===== src/rtl/irrx_pkg.sv =====
package irrx_pkg;
    localparam int                SYM_LEN     = 4;
    localparam int                FLAG_LEN    = 8;
    localparam logic [FLAG_LEN-1:0] START_FLAG = 8'h0F;   // bit 0 = oldest chip
    localparam logic [31:0]       CRC_POLY_R  = 32'hEDB88320;
    localparam logic [31:0]       CRC_GOOD    = 32'hDEBB20E3;

    typedef enum logic [1:0] {
        S_HUNT = 2'd0,
        S_DATA = 2'd1,
        S_ZERO = 2'd2
    } rx_state_e;

    typedef struct packed {
        logic rdy;
        logic len;
        logic crc;
        logic ill;
    } rx_stat_t;
endpackage


===== src/rtl/irrx_chip_group.sv =====
module irrx_chip_group
    import irrx_pkg::*;
(
    input  logic               clk,
    input  logic               rst_n,
    input  logic               stb,
    input  logic               chip,
    input  logic               hunt,
    output logic               start_hit,
    output logic               grp_vld,
    output logic [SYM_LEN-1:0] grp
);
    localparam int HW = FLAG_LEN - 1;
    localparam int CW = $clog2(SYM_LEN);

    logic [HW-1:0]       hist;
    logic [CW-1:0]       cnt;
    logic [FLAG_LEN-1:0] win;

    assign win       = {chip, hist};
    assign start_hit = stb & hunt & (win == START_FLAG);
    assign grp_vld   = stb & ~hunt & (cnt == CW'(SYM_LEN - 1));
    assign grp       = win[FLAG_LEN-1 -: SYM_LEN];

    always_ff @(posedge clk or negedge rst_n) begin
        if (!rst_n) begin
            hist <= '0;
            cnt  <= '0;
        end else if (stb) begin
            hist <= win[FLAG_LEN-1:1];
            cnt  <= hunt ? '0 : cnt + 1'b1;
        end
    end
endmodule


===== src/rtl/irrx_crc32.sv =====
module irrx_crc32
    import irrx_pkg::*;
(
    input  logic       clk,
    input  logic       rst_n,
    input  logic       init,
    input  logic       byte_vld,
    input  logic [7:0] byte_in,
    output logic       crc_ok
);
    logic [31:0] crc_q;
    logic [31:0] crc_d;

    always_comb begin
        crc_d = crc_q ^ {24'h0, byte_in};
        for (int i = 0; i < 8; i++) begin
            crc_d = crc_d[0] ? ((crc_d >> 1) ^ CRC_POLY_R) : (crc_d >> 1);
        end
    end

    always_ff @(posedge clk or negedge rst_n) begin
        if (!rst_n)        crc_q <= '1;
        else if (init)     crc_q <= '1;
        else if (byte_vld) crc_q <= crc_d;
    end

    assign crc_ok = (crc_q == CRC_GOOD);
endmodule


===== src/rtl/irrx_frame_fsm.sv =====
module irrx_frame_fsm
    import irrx_pkg::*;
#(
    parameter int MAX_LEN = 2050
) (
    input  logic               clk,
    input  logic               rst_n,
    input  logic               abort,
    input  logic               start_hit,
    input  logic               grp_vld,
    input  logic [SYM_LEN-1:0] grp,
    input  logic               crc_ok,
    output logic               hunt,
    output logic               crc_init,
    output logic               byte_vld,
    output logic [7:0]         byte_data,
    output logic               eof,
    output logic               done,
    output logic               done_ill,
    output logic               done_crc,
    output logic               done_len
);
    localparam int CNT_MAX = MAX_LEN + 5;
    localparam int CW      = $clog2(CNT_MAX + 1);

    rx_state_e state, state_nx;
    logic [1:0]    pair_cnt;
    logic [7:0]    acc;
    logic [CW-1:0] byte_cnt;
    logic          ill;
    logic          one_hot;
    logic          zero;
    logic [1:0]    pair;

    assign zero    = (grp == '0);
    assign one_hot = !zero && ((grp & (grp - 1'b1)) == '0);

    always_comb begin
        unique case (grp)
            4'b0010: pair = 2'd1;
            4'b0100: pair = 2'd2;
            4'b1000: pair = 2'd3;
            default: pair = 2'd0;
        endcase
    end

    assign hunt     = (state == S_HUNT);
    assign crc_init = start_hit;
    assign done     = !abort && grp_vld && zero && (state == S_ZERO);
    assign done_ill = ill;
    assign done_crc = !crc_ok;
    assign done_len = (pair_cnt != 2'd0) || (byte_cnt <= CW'(4)) ||
                      (byte_cnt > CW'(MAX_LEN + 4));

    always_comb begin
        state_nx = state;
        if (abort) begin
            state_nx = S_HUNT;                        // ABORT
        end else begin
            unique case (state)
                S_HUNT: if (start_hit)       state_nx = S_DATA;   // START
                S_DATA: if (grp_vld && zero) state_nx = S_ZERO;   // GAP
                S_ZERO: if (grp_vld)         state_nx = zero ? S_HUNT   // STOP
                                                             : S_DATA;  // RESUME
                default:                     state_nx = S_HUNT;
            endcase
        end
    end

    always_ff @(posedge clk or negedge rst_n) begin
        if (!rst_n) state <= S_HUNT;
        else        state <= state_nx;
    end

    always_ff @(posedge clk or negedge rst_n) begin
        if (!rst_n) begin
            pair_cnt  <= '0;
            acc       <= '0;
            byte_cnt  <= '0;
            ill       <= 1'b0;
            byte_vld  <= 1'b0;
            byte_data <= '0;
            eof       <= 1'b0;
        end else begin
            byte_vld <= 1'b0;
            eof      <= 1'b0;
            if (abort || start_hit) begin
                pair_cnt <= '0;
                byte_cnt <= '0;
                ill      <= 1'b0;
            end else if (grp_vld && !hunt) begin
                if (done) begin
                    eof <= 1'b1;
                end else if (one_hot) begin
                    if (state == S_ZERO) ill <= 1'b1;
                    acc      <= {pair, acc[7:2]};
                    pair_cnt <= pair_cnt + 1'b1;
                    if (pair_cnt == 2'd3) begin
                        byte_vld  <= 1'b1;
                        byte_data <= {pair, acc[7:2]};
                        if (byte_cnt != CW'(CNT_MAX)) byte_cnt <= byte_cnt + 1'b1;
                    end
                end else if (!zero) begin
                    ill <= 1'b1;
                end
            end
        end
    end


    eof_no_byte_chk: assert property (@(posedge clk) disable iff (!rst_n)
        eof |-> !byte_vld);


    byte_after_group_chk: assert property (@(posedge clk) disable iff (!rst_n)
        byte_vld |-> $past(grp_vld));
endmodule


===== src/rtl/irrx_4ppm.sv =====
module irrx_4ppm
    import irrx_pkg::*;
#(
    parameter int MAX_LEN = 2050
) (
    input  logic       clk,
    input  logic       rst_n,
    input  logic       chip_stb,
    input  logic       ir_chip,
    input  logic       tx_busy,
    input  logic       stat_rd,
    output logic       rx_byte_vld,
    output logic [7:0] rx_byte,
    output logic       rx_eof,
    output logic       st_rdy,
    output logic       st_illegal,
    output logic       st_crc_err,
    output logic       st_len_err
);
    logic               stb_q;
    logic               hunt;
    logic               start_hit;
    logic               grp_vld;
    logic [SYM_LEN-1:0] grp;
    logic               crc_init;
    logic               crc_ok;
    logic               done, done_ill, done_crc, done_len;
    rx_stat_t           stat;

    assign stb_q = chip_stb & ~tx_busy;

    irrx_chip_group u_grp (
        .clk       (clk),
        .rst_n     (rst_n),
        .stb       (stb_q),
        .chip      (ir_chip),
        .hunt      (hunt),
        .start_hit (start_hit),
        .grp_vld   (grp_vld),
        .grp       (grp)
    );

    irrx_frame_fsm #(.MAX_LEN(MAX_LEN)) u_fsm (
        .clk       (clk),
        .rst_n     (rst_n),
        .abort     (tx_busy),
        .start_hit (start_hit),
        .grp_vld   (grp_vld),
        .grp       (grp),
        .crc_ok    (crc_ok),
        .hunt      (hunt),
        .crc_init  (crc_init),
        .byte_vld  (rx_byte_vld),
        .byte_data (rx_byte),
        .eof       (rx_eof),
        .done      (done),
        .done_ill  (done_ill),
        .done_crc  (done_crc),
        .done_len  (done_len)
    );

    irrx_crc32 u_crc (
        .clk      (clk),
        .rst_n    (rst_n),
        .init     (crc_init),
        .byte_vld (rx_byte_vld),
        .byte_in  (rx_byte),
        .crc_ok   (crc_ok)
    );

    always_ff @(posedge clk or negedge rst_n) begin
        if (!rst_n)       stat <= '0;
        else if (done)    stat <= '{rdy: 1'b1, len: done_len, crc: done_crc, ill: done_ill};
        else if (stat_rd) stat <= '0;
    end

    assign st_rdy     = stat.rdy;
    assign st_illegal = stat.ill;
    assign st_crc_err = stat.crc;
    assign st_len_err = stat.len;


    tx_quiet_chk: assert property (@(posedge clk) disable iff (!rst_n)
        tx_busy |=> (!rx_byte_vld && !rx_eof));


    stat_clear_chk: assert property (@(posedge clk) disable iff (!rst_n)
        (stat_rd && !done) |=> !st_rdy);


    eof_with_status_chk: assert property (@(posedge clk) disable iff (!rst_n)
        rx_eof |-> st_rdy);
endmodule


===== config.mk =====
export PLATFORM = sky130hd
export DESIGN_NAME = irrx_4ppm
export DESIGN_NICKNAME = d
export VERILOG_FILES = /design/src/rtl/irrx_pkg.sv /design/src/rtl/irrx_chip_group.sv /design/src/rtl/irrx_crc32.sv /design/src/rtl/irrx_frame_fsm.sv /design/src/rtl/irrx_4ppm.sv
export SDC_FILE = /design/constraint.sdc
export NUM_CORES = 1
export LEC_CHECK = 0
export CORE_MARGIN = 1.5
export CORE_UTILIZATION = 35
export CTS_CLUSTER_DIAMETER = 40
export DETAILED_ROUTE_END_ITERATION = 16
export GPL_TIMING_DRIVEN = 0
export MAX_ROUTING_LAYER = met4
export PLACE_DENSITY_LB_ADDON = 0.1
export SETUP_SLACK_MARGIN = 0.05
export SLEW_MARGIN = 20
export SYNTH_ARGS = -nofsm -noshare
export SYNTH_HDL_FRONTEND = slang
export SYNTH_HIERARCHICAL = 1
export SYNTH_SLANG_ARGS = --single-unit

===== constraint.sdc =====
create_clock -name clk -period 4.5 [get_ports clk]
set_clock_uncertainty 0.1 [all_clocks]
set_input_delay 1.35 -clock clk [delete_from_list [all_inputs] [get_ports clk]]
set_output_delay 1.35 -clock clk [all_outputs]
set_load 0.02 [all_outputs]

==> flow_summary.yaml <==
outcome:
  status: "finished clean"
worst_setup_path:
  cp.required_ns: 4.66
  cp-end-kind: "flip-flop"
  critPathMostFrequentCell: "buf_4"
  r2r_slack_ns: 1.87
  crit_fanout: 10
  critPathMaxStageDelay_ns: 0.45
  path_delay_family: "buffers and inverters"
  cp.depth: 10
  cp-start-kind: "primary input"
  crit_buf_inv: 5
  worstSetupPathType: "primary input to flip-flop"
  slowest_stage: "nor3_2"
  r2r_cells: 7
  crit_arrival_ns: 3.91
  cp_cell_sequence: "clkdlybuf4s50_1, nor2b_1, buf_2, nand4_1, nor3_2, buf_4, buf_4, clkbuf_1, nor3_1, a21oi_1"
drt:
  drt-initial-drc-count: 215
  drc: 0
  dr.pass1.iters: 4
  drt-vias-per-instance: 5.00
  antenna_left: 0
  wl_per_cell_um: 16.4
  totalWireLength_um: 10000
  num_vias: 3068
yosys:
  synth_area_leader_cell: "dfrtp_1"
  synthTopCellsByArea: "dfrtp_1, dfstp_2, xnor2_1"
  synthArstFlopShare_pct: 100
  ys_seq_area_share_pct: 43.4
  synth_warnings: 6
  synth_cells: 406
  synth_cell_types: 64
  synth_top_area_share_pct: 25.1
  ys.flop_type: "dfrtp_1"
  syn_area_um2: 4590
  synth_seq_cells: 78
  synth_edf_count: 0
  synth_nets: 417
  avgSynthCellArea_um2: 11.3
sta:
  rsz0062_at_grt: "false"
  slew_headroom_pct: 57.9
  hold_violations: 0
  setup_violations: 0
  fin_crit_sh_pct: 83.3
  tightestPinTransition_ns: 0.627
  hold_ws_ns: 0.389
  fmax_mhz: 267
  setup_slack_ns: 0.750
  slew_viol_final: 0
  min_period_ns: 3.75
place:
  numPortBuffers: 19
  gp_congestion: 0.779
  dp_hpwl_um: 7260
  dpl-instance-area_um2: 5020
  pre_cts_slack_ns: 0.353
  dp_cells: 598
global_routing:
  grt_first_pass_wirelength_um: 17000
  globalRouteTotalUtil_pct: 15.9
  grt_pass1_vias: 3182
  grt_overflow: 0
  antenna_found_initial: 0
  grt_max_degree: 49
clock_network:
  cts_sinks: 78
  cts_root_buf: "clkbuf_16"
  numCtsBuffers: 9
  postCtsSetupBuffers: 0
  cts_max_path_buffers: 2
  htree_levels: 3
  postCtsHoldBufs: 0
  cts_tree: "done"
  clk_pin_slew_ns: 0.06
  clk_latency_ns: 0.34
  post_cts_resize_count: 0
floorplan:
  start_util_pct: 36.1
  core_um2: 12700
  die_y_um: 118
  die_x_um: 118
  pin_count: 20
  dieArea_um2: 13800
  num_rows: 41
pwr:
  vdd_drop_max_mv: 0.191
  powerDensity_nw_per_um2: 361
  power_leakage_nw: 2.21
finish:
  final_nets: 448
  fin_cells: 614
  postLayoutCoreUtil_pct: 41.9
  antennaDiodeCount: 0
  fin_area_um2: 5340
  area_growth_pct: 16.2
  drive_gt1_share_pct: 25.1
worst_hold_path:
  hold_path_class: "flip-flop to flip-flop"
  whs_path_depth: 1
job:
  max-cap-violations: 0
cell usage in the layout (no fill, tap or decap), drive strengths merged, types with 10 or more instances in the layout:
cell,n
nand2,19
nor2,34
nor3,11
a21oi,25
a211o,17
dfstp,32
o21ai,10
clkbuf,19
clkdlybuf4s50,18
mux2,22
xor2,22
buf,14
inv,10
dfrtp,46
xnor2,46
stage by stage:
stage	TNS [ns]	total power [mW]
after floorplan	0	1.08
after global placement	-48.64	1.16
after detailed placement	0	1.16
after CTS	0	1.95
after global routing	0	2.02
final	0	1.93
synthesized netlist by cell type, types with 5 or more instances:
master    count
nor3_1       10
buf_4         7
or4_1         6
mux2_1        7
nor2_1       33
xnor2_1      33
xor2_1       19
o31ai_1       8
nand2_1      18
xnor2_2       6
mux2_2        7
nand4_1       6
a211o_1      17
nor4_1        5
o21ai_0       7
xnor2_4       7
mux2_4        8
inv_1         9
dfrtp_1      46
nand3_1       8
dfstp_2      32
ha_1          5
a21oi_1      25
clkbuf_1      9
final cells by class:
cell class / count / area, um^2
well taps: 172 / 215
plain buffers: 22 / 146
flip-flops and latches: 78 / 1990
clock inverters: 6 / 86.3
repair buffers: 20 / 215
multi-input cells: 295 / 2410
inverters: 11 / 41.3
clock buffers: 10 / 229
fillers: 1261 / 7390
cells by family (layout without fill, tap and decap cells):
group	count (synthesis)	after routing	share of synthesized area (%)
compound gates	78	78	12.6
xor+xnor	68	68	17.6
fa+ha+maj	5	5	1.36
buf+inv	33	69	4.09
flops	78	78	43.4
mux	26	26	6.92
simple gates	118	118	14.1
worst paths after layout:
check / from / end
worst min register to register: u_fsm/acc[3] / u_fsm/acc[3]
worst min-delay path: u_fsm/acc[3] / u_fsm/acc[3]
min in group asynchronous: rst_n / st_crc_err
max in group asynchronous: rst_n / u_crc/crc_q[18]
worst max register to register: u_grp/hist[5] / u_crc/crc_q[25]
worst max-delay path: chip_stb / u_crc/crc_q[25]
power by group:
group          internal, mW  switching [mW]  total (mW)
logic                 0.164           0.171       0.335
clock network         0.485           0.296       0.781
registers             0.765          0.0453       0.810
total                  1.41           0.512        1.93
state kept, by name, summed over array words and instances, names as in the netlist:
register,flops
st_crc_err,1
u_fsm/done_ill,1
u_crc/crc_q,32
st_len_err,1
u_fsm/acc,6
st_rdy,1
u_fsm/byte_cnt,12
u_fsm/byte_data,8
u_grp/cnt,2
u_fsm/byte_vld,1
u_grp/hist,7
u_fsm/state,2
u_fsm/eof,1
u_fsm/pair_cnt,2
st_illegal,1
metal layers:
| layer | vias to the layer above | track usage (%) | share of wire, % |
|---|---|---|---|
| met5 | - | - | 0 |
| met4 | 0 | 5.95 | 1.6 |
| met3 | 11 | 2.52 | 1.8 |
| met2 | 29 | 24.8 | 48 |
| met1 | 1522 | 21.0 | 48 |
| li1 | 1506 | - | - |
worst reg2reg max path: cells and delay by family, from the launching register on:
kind	cells	cell delay (ns)
flops	1	0.40
buf+inv	3	0.76
simple gates	3	1.15
compound gates	1	0.14
(Power assumes the default switching activity.)
